**src/rtl/pwc_pkg.sv**
```systemverilog
package pwc_pkg;

  // Convert a duration in ns to clock cycles at the given clock in kHz.
  function automatic longint ns_to_cycles(input longint ns, input longint khz);
    return (ns * khz) / 64'd1_000_000;
  endfunction

  // Width able to hold 0..max_val.
  function automatic int cnt_width(input longint max_val);
    int w;
    w = 1;
    while ((64'd1 << w) <= max_val) w++;
    return w;
  endfunction

endpackage

```
**src/rtl/pwc_sync.sv**
```systemverilog
module pwc_sync #(
  parameter int STAGES = 2,
  parameter logic INIT = 1'b1
) (
  input  logic clk,
  input  logic rst,
  input  logic d_async,
  output logic q
);
  logic [STAGES-1:0] chain;

  generate
    for (genvar i = 0; i < STAGES; i++) begin : g_stage
      if (i == 0) begin : g_first
        always_ff @(posedge clk) begin
          if (rst) chain[0] <= INIT;
          else     chain[0] <= d_async;
        end
      end else begin : g_next
        always_ff @(posedge clk) begin
          if (rst) chain[i] <= INIT;
          else     chain[i] <= chain[i-1];
        end
      end
    end
  endgenerate

  assign q = chain[STAGES-1];
endmodule

```
**src/rtl/pwc_sat_timer.sv**
```systemverilog
module pwc_sat_timer #(
  parameter int W = 8,
  parameter logic [W-1:0] LIMIT = '1
) (
  input  logic         clk,
  input  logic         rst,
  input  logic         run,
  output logic [W-1:0] count
);
  always_ff @(posedge clk) begin
    if (rst || !run)       count <= '0;
    else if (count != LIMIT) count <= count + 1'b1;
  end
endmodule

```
**src/rtl/rst_pulse_classifier.sv**
```systemverilog
module rst_pulse_classifier #(
  parameter int CLK_KHZ     = 125_000,
  parameter int SYNC_STAGES = 2,
  parameter longint INIT_NS = 3_000_000,
  parameter longint RST_NS  = 45_000_000,
  parameter longint DROP_NS = 100,
  parameter longint REEN_NS = 1_600
) (
  input  logic clk,
  input  logic rst,
  input  logic line_n,
  output logic bus_init,
  output logic sys_reset,
  output logic grant_block,
  output logic force_preempt
);
  import pwc_pkg::*;

  localparam longint INIT_CYC = ns_to_cycles(INIT_NS, longint'(CLK_KHZ));
  localparam longint RST_CYC  = ns_to_cycles(RST_NS,  longint'(CLK_KHZ));
  localparam longint DROP_CYC = ns_to_cycles(DROP_NS, longint'(CLK_KHZ));
  localparam longint REEN_CYC = ns_to_cycles(REEN_NS, longint'(CLK_KHZ));
  localparam int LO_W = cnt_width(RST_CYC);
  localparam int HI_W = cnt_width(REEN_CYC);
  localparam logic [LO_W-1:0] LO_INIT = LO_W'(INIT_CYC);
  localparam logic [LO_W-1:0] LO_RST  = LO_W'(RST_CYC);
  localparam logic [HI_W-1:0] HI_DROP = HI_W'(DROP_CYC);
  localparam logic [HI_W-1:0] HI_REEN = HI_W'(REEN_CYC);

  logic            line_q;
  logic            line_low;
  logic [LO_W-1:0] low_time;
  logic [HI_W-1:0] high_time;
  logic            hit_init, hit_rst, past_drop, past_reen;

  pwc_sync #(.STAGES(SYNC_STAGES), .INIT(1'b1)) u_sync (
    .clk(clk), .rst(rst), .d_async(line_n), .q(line_q)
  );

  assign line_low = ~line_q;

  pwc_sat_timer #(.W(LO_W), .LIMIT(LO_RST)) u_low_timer (
    .clk(clk), .rst(rst), .run(line_low), .count(low_time)
  );

  pwc_sat_timer #(.W(HI_W), .LIMIT(HI_REEN)) u_high_timer (
    .clk(clk), .rst(rst), .run(line_q), .count(high_time)
  );

  assign hit_init  = line_low && (low_time >= LO_INIT);
  assign hit_rst   = line_low && (low_time == LO_RST);
  assign past_drop = line_q && (high_time >= HI_DROP);
  assign past_reen = line_q && (high_time == HI_REEN);

  always_ff @(posedge clk) begin
    if (rst) begin
      bus_init      <= 1'b0;
      sys_reset     <= 1'b0;
      grant_block   <= 1'b0;
      force_preempt <= 1'b0;
    end else begin
      if (hit_init)       bus_init <= 1'b1;
      else if (past_drop) bus_init <= 1'b0;

      if (hit_rst)        sys_reset <= 1'b0 | 1'b1;
      else if (past_drop) sys_reset <= 1'b0;

      if (hit_init)       grant_block <= 1'b1;
      else if (past_reen) grant_block <= 1'b0;

      if (hit_rst)        force_preempt <= 1'b1;
      else if (past_reen) force_preempt <= 1'b0;
    end
  end
endmodule

```
**config.mk**
```make
export PLATFORM = sky130hd
export DESIGN_NAME = rst_pulse_classifier
export DESIGN_NICKNAME = d
export VERILOG_FILES = /design/src/rtl/pwc_pkg.sv /design/src/rtl/pwc_sync.sv /design/src/rtl/pwc_sat_timer.sv /design/src/rtl/rst_pulse_classifier.sv
export SDC_FILE = /design/constraint.sdc
export NUM_CORES = 1
export LEC_CHECK = 0
export CORE_MARGIN = 5
export CORE_UTILIZATION = 40
export DETAILED_ROUTE_END_ITERATION = 6
export PLACE_DENSITY = 0.66
export SLEW_MARGIN = 20
export SYNTH_ARGS = -nofsm -noshare
export SYNTH_HDL_FRONTEND = slang
export SYNTH_SLANG_ARGS = --single-unit
```
**constraint.sdc**
```tcl
create_clock -name clk -period 2.15 [get_ports clk]
set_clock_uncertainty 0.1 [all_clocks]
set_input_delay 0.43 -clock clk [delete_from_list [all_inputs] [get_ports clk]]
set_output_delay 0.43 -clock clk [all_outputs]
set_load 0.005 [all_outputs]
```
==> results of run 1 <==
## cell families after synthesis
logic type,Yosys count
AOI/OAI and AO/OA,36
xor gates and xnor gates,16
DFF,37
muxes,1
buffers and inverters,17
adders and majority gates,4
and+or+nand+nor,90
## flip-flops by register name, summed over array words and instances (netlist names)
name	flops
u_low_timer.count	23
u_sync.q	1
force_preempt	1
u_sync.chain	1
u_high_timer.count	8
sys_reset	1
bus_init	1
grant_block	1
## routing by layer
metal	track usage	vias to the layer above	share of wire
li1	-	760	-
met1	0.170	703	0.49
met2	0.207	31	0.46
met3	0.0375	2	0.044
met4	0.0262	0	0.0060
met5	0	-	0
## critical path, stage by stage (launching register included)
cell,delay (ps)
dfxtp_1,430
or4b_1,500
or4_4,460
o2111ai_1,210
o31ai_1,90
## Yosys cell counts (2+ instances only)
cell type | n | area share
or4_1 | 7 | 0.030
nor4_1 | 4 | 0.014
o21ai_1 | 2 | 0.0056
and2_1 | 2 | 0.0070
buf_2 | 2 | 0.0056
nand4_1 | 6 | 0.021
xnor2_1 | 3 | 0.015
and4_1 | 3 | 0.015
ha_1 | 4 | 0.028
clkbuf_1 | 2 | 0.0042
nand2_1 | 12 | 0.025
nor3_1 | 2 | 0.0056
or3_1 | 5 | 0.018
buf_6 | 3 | 0.019
nand3_1 | 12 | 0.034
dfxtp_1 | 37 | 0.42
or2_2 | 4 | 0.014
a21oi_1 | 13 | 0.037
xor2_1 | 13 | 0.064
and3_1 | 4 | 0.014
o21ai_0 | 6 | 0.017
nand4b_1 | 3 | 0.015
nor2_1 | 21 | 0.044
o31ai_1 | 8 | 0.034
inv_1 | 9 | 0.019
## final cells by class
type | count | area share
clock inverter | 1 | 0.0147
timing repair buffer | 18 | 0.0733
sequential | 37 | 0.361
multi-input combinational | 147 | 0.460
inverter | 9 | 0.0165
tap | 52 | 0.0317
clock buffer | 7 | 0.0421
## power by group
| part | leakage (nW) | internal (mW) | total, mW | switching, mW |
|---|---|---|---|---|
| registers | 0.299 | 0.692 | 0.698 | 0.00661 |
| logic | 0.351 | 0.0164 | 0.0352 | 0.0189 |
| clock network | 0.0585 | 0.378 | 0.617 | 0.239 |
## path summary, 6_finish.rpt
| check | start | to | slack [ps] |
|---|---|---|---|
| setup / recovery | u_low_timer.count[14] | u_low_timer.count[2] | 250 |
| hold / removal | u_sync.chain[0] | u_sync.q | 330 |
| setup reg to reg | u_low_timer.count[14] | u_low_timer.count[2] | 250 |
| hold reg to reg | u_sync.chain[0] | u_sync.q | 330 |
## stage by stage
stage / utilization / area (sq um) / hold WS [ps] / setup WS [ps] / std cells
detailed placement: 0.447 / 1930 / 318 / 249 / 263
finish: 0.474 / 2050 / 327 / 245 / 271
global route: 0.474 / 2050 / 341 / 94.5 / 271
floorplan: - / 1780 / 289 / 361 / 201
global placement: 0.447 / 1930 / 312 / 284 / 263
CTS: 0.474 / 2050 / 332 / 255 / 271
==> metrics, run 1 <==
core box area=4320 sq um; Leak=0.709 nW; clock tree buffer depth=2; diode count=0; Routed WL per cell=13.5 um; Setup TNS Final=0 ps; Pre-antenna DRT Iters=4; register bit count reported by yosys=37; Fillers=452; mux share of post-synthesis cell area=0.00563; Multi-input gate area=943 sq um; number of global-route vias before repair=1411; Simple-Gate Fraction of Synth Area=0.291; most common cell after layout, fill and taps aside=dfxtp_1; CP endpoint kind=flop; relative slew slack=0.662; Tcrit/Tclk final=0.886; Overflow after GRT=0; complex-gate fraction of the synthesized area=0.127; die footprint=5880 sq um; Post-synth EDFFs=0; gpl congestion=0.818; Cells after Synth=201; Clock Latency Late Sink=280 ps; largest family of logic cells by synthesized area=simple AND/OR/NAND/NOR gates; max-cap violations=0; hold path depth=1; initial antenna violation count=0; synthesized-area fraction occupied by adder cells=0.0281; clock sinks=37; Main synth FF type=dfxtp_1; worst-path fanout max=7; port bufs=6; Seq/Total Area, Yosys=0.417; vias per cell=5.52; DP Wirelength=2630 um; final antenna-violating net count=0; DR iter-0 viols=86; RSZ-0062 raised after global routing=no; XOR/XNOR Fraction of Synth Area=0.0788; pwr dens=659 nW/um^2; CTS tree=built; synthesis-to-finish area growth=15.3%; number of top-level pins=7; most frequent cells in the layout=dfxtp_1 (37), nor2_1 (21), a21oi_1 (13), xor2_1 (13); critical path launch point type=flop; global-route wire length before repair=6330 um; Chip Width=76.7 um; asr flop ratio synth=0; total power draw=1.35 mW; Netlist Area Pre-Place=1780 sq um; synth warn=0; worst vdd ir=0.000358 V; final hold vios=0; CTS buffer count=5; H-tree lvl count=2; layout cell share with drive strength beyond 1=0.123; Post-CTS Setup Repair Bufs=0; routed vias=1496; # setup viols final=0; Slew @ Worst Pin=503 ps; Slew Viols, Final=0; gr usage total=0.128; wirelength, routed=3670 um; CP arrival=1970 ps; Core Rows=24; Syn Nets=208; total area of sequential cells=741 sq um; cts hold-fix bufs=0; critical path type=reg2reg; run status=completed; # DRC=0; worst endpoint required time=2220 ps; post-synthesis cell type count=39; Clock Root Buffer=clkbuf_8; final layout net count=225; Reg clk slew, reported paths=70 ps; Die Height=76.7 um; highest clock rate=525 MHz; synthesized area per cell=8.85 sq um; reg2reg path depth=4; Post-CTS Resized=0; Min-Delay Path Class=reg2reg; Initial Utilization=0.411; largest net degree at the start of global routing=15; Tmin final=1900 ps
Note: power is estimated with default switching activity, not from simulation.
==> run 2, diff against run 1 <==
--- a/config.mk
+++ b/config.mk
@@ -8,6 +8,7 @@
 export CORE_MARGIN = 5
 export CORE_UTILIZATION = 40
 export DETAILED_ROUTE_END_ITERATION = 6
+export GPL_TIMING_DRIVEN = 0
 export PLACE_DENSITY = 0.66
 export SLEW_MARGIN = 20
 export SYNTH_ARGS = -nofsm -noshare
==> run 2 against run 1 <==
Net effect:
- non-clock buffer count down 4
- sequential share of layout area up 0.77 points
- sequential cell count stayed put
- final cell count shrank 1.8%
- routed wire length fell by 7.0%
- clock power down 8.1%
- largest cell class unchanged
==> metrics, run 2 (synthesized netlist as in run 1, its figures left out) <==
Routed WL per cell=12.8 um; routed vias=1430; DR iter-0 viols=82; total power draw=1.30 mW; Leak=0.671 nW; Pre-antenna DRT Iters=4; gpl congestion=0.778; gr usage total=0.122; sw frac=0.196; final layout net count=221; total area of sequential cells=741 sq um; port bufs=6; H-tree lvl count=2; # DRC=0; largest net degree at the start of global routing=12; DP Wirelength=2480 um; Slew Viols, Final=0; Initial Utilization=0.411; CP endpoint kind=flop; worst-path fanout max=7; worst vdd ir=0.000433 V; CTS buffer count=5; global-route wire length before repair=6070 um; number of global-route vias before repair=1384; Chip Width=76.7 um; P_int=1.05 mW; Combinational Power Share=0.027; Setup TNS Final=0 ps; Clock Root Buffer=clkbuf_8; max reg flops=23; Reg clk slew, reported paths=70 ps; Multi-input gate area=943 sq um; CTS tree=built; relative slew slack=0.695; Min-Delay Path Class=reg2reg; final core utilization=0.464; Overflow after GRT=0; layout cell share with drive strength beyond 1=0.0935; clock tree buffer depth=2; Clock Latency Late Sink=280 ps; highest clock rate=529 MHz; Sequential Power Share=0.537; worst endpoint required time=2210 ps; Die Height=76.7 um; max-cap violations=0; Clock Power Share=0.436; most frequent cells in the layout=dfxtp_1 (37), nor2_1 (21), a21oi_1 (13), xor2_1 (13); biggest regs=u_low_timer.count x23, u_high_timer.count x8; Post-CTS Resized=0; diode count=0; Core Rows=24; Tmin final=1890 ps; pwr dens=648 nW/um^2; RSZ-0062 raised after global routing=no; critical path launch point type=flop; cts hold-fix bufs=0; Tcrit/Tclk final=0.880; Post-CTS Setup Repair Bufs=0; Slew @ Worst Pin=453 ps; die footprint=5880 sq um; synthesis-to-finish area growth=12.9%; # setup viols final=0; Psw=255 uW; CP arrival=1950 ps; Most flops, register=u_low_timer.count; final antenna-violating net count=0; Fillers=439; clock sinks=37; final hold vios=0; vias per cell=5.38; initial antenna violation count=0; critical path type=reg2reg; core box area=4320 sq um; number of top-level pins=7; most common cell after layout, fill and taps aside=dfxtp_1; run status=completed; wirelength, routed=3410 um
run 2: changes by cell type in the layout (fill, tap and decap cells not counted), sizes merged:
| cell | delta |
|---|---|
| buf | -7 |
| clkinv | +1 |
| dlygate4sd1 | +1 |
run 2: critical path, stage by stage (launching register included):
cell	delay, ps
dfxtp_1	420
or4b_1	480
or4_4	470
o2111ai_1	210
o31ai_1	100
run 2: stage by stage:
| stage | cell area [sq um] | setup WS (ps) | cells | hold WS, ps |
|---|---|---|---|---|
| 6_report | 2010 | 258 | 266 | 313 |
| 5_1_grt | 2010 | 137 | 266 | 331 |
| 4_1_cts | 2010 | 240 | 266 | 317 |
| 3_5_place_dp | 1900 | 107 | 259 | 297 |
| 3_3_place_gp | 1900 | 118 | 259 | 292 |
| 2_1_floorplan | 1780 | 361 | 201 | 289 |
run 2: area by class of cell:
class	instances	area share
repair buffers	6	0.0299
well taps	52	0.0324
plain buffers	8	0.0299
clock inverters	2	0.0175
multi-input cells	147	0.470
flip-flops and latches	37	0.369
clock buffers	5	0.0343
inverters	9	0.0168
run 2: routing by layer:
layer / track usage / vias to the layer above / wire [um]
met2: 0.188 / 19 / 1510
met4: 0.0315 / 0 / 19
met5: 0 / - / 0
met3: 0.0351 / 2 / 95
met1: 0.167 / 656 / 1790
li1: - / 753 / -
run 2: power groups by stage:
stage / combinational, mW / sequential (mW) / clock, mW
4_1_cts: 0.0361 / 0.698 / 0.582
3_3_place_gp: 0.0357 / 0.714 / 0
2_1_floorplan: 0.0256 / 0.712 / 0
3_5_place_dp: 0.0360 / 0.714 / 0
6_report: 0.0352 / 0.698 / 0.567
5_1_grt: 0.0406 / 0.698 / 0.620
run 2: worst paths after layout:
kind	startpoint	to	slack (ps)	cells past startpoint
worst max-delay path	u_low_timer.count[14]	u_low_timer.count[2]	260	4
worst min-delay path	u_sync.chain[0]	u_sync.q	310	1
worst max register to register	u_low_timer.count[14]	u_low_timer.count[2]	260	4
worst min register to register	u_sync.chain[0]	u_sync.q	310	1
==> run 3, diff against run 2 <==
--- a/config.mk
+++ b/config.mk
@@ -5,10 +5,12 @@
 export SDC_FILE = /design/constraint.sdc
 export NUM_CORES = 1
 export LEC_CHECK = 0
+export ABC_AREA = 0
 export CORE_MARGIN = 5
 export CORE_UTILIZATION = 40
 export DETAILED_ROUTE_END_ITERATION = 6
 export GPL_TIMING_DRIVEN = 0
+export HOLD_SLACK_MARGIN = 0.1
 export PLACE_DENSITY = 0.66
 export SLEW_MARGIN = 20
 export SYNTH_ARGS = -nofsm -noshare
==> constraint.sdc (replaced) <==
create_clock -name clk -period 2.3 [get_ports clk]
set_clock_uncertainty 0.1 [all_clocks]
set_input_delay 0.46 -clock clk [delete_from_list [all_inputs] [get_ports clk]]
set_output_delay 0.46 -clock clk [all_outputs]
set_load 0.005 [all_outputs]
==> results of run 3 <==
Same layout as run 2 (identical final DEF). Status: completed.
Among the figures that moved: setup slack after placement 107 ps -> 227 ps; setup slack after layout 258 ps -> 408 ps; register-to-register setup slack 260 ps -> 410 ps; total power 1.30 mW -> 1.22 mW; worst IR drop on VDD 0.000433 V -> 0.000405 V
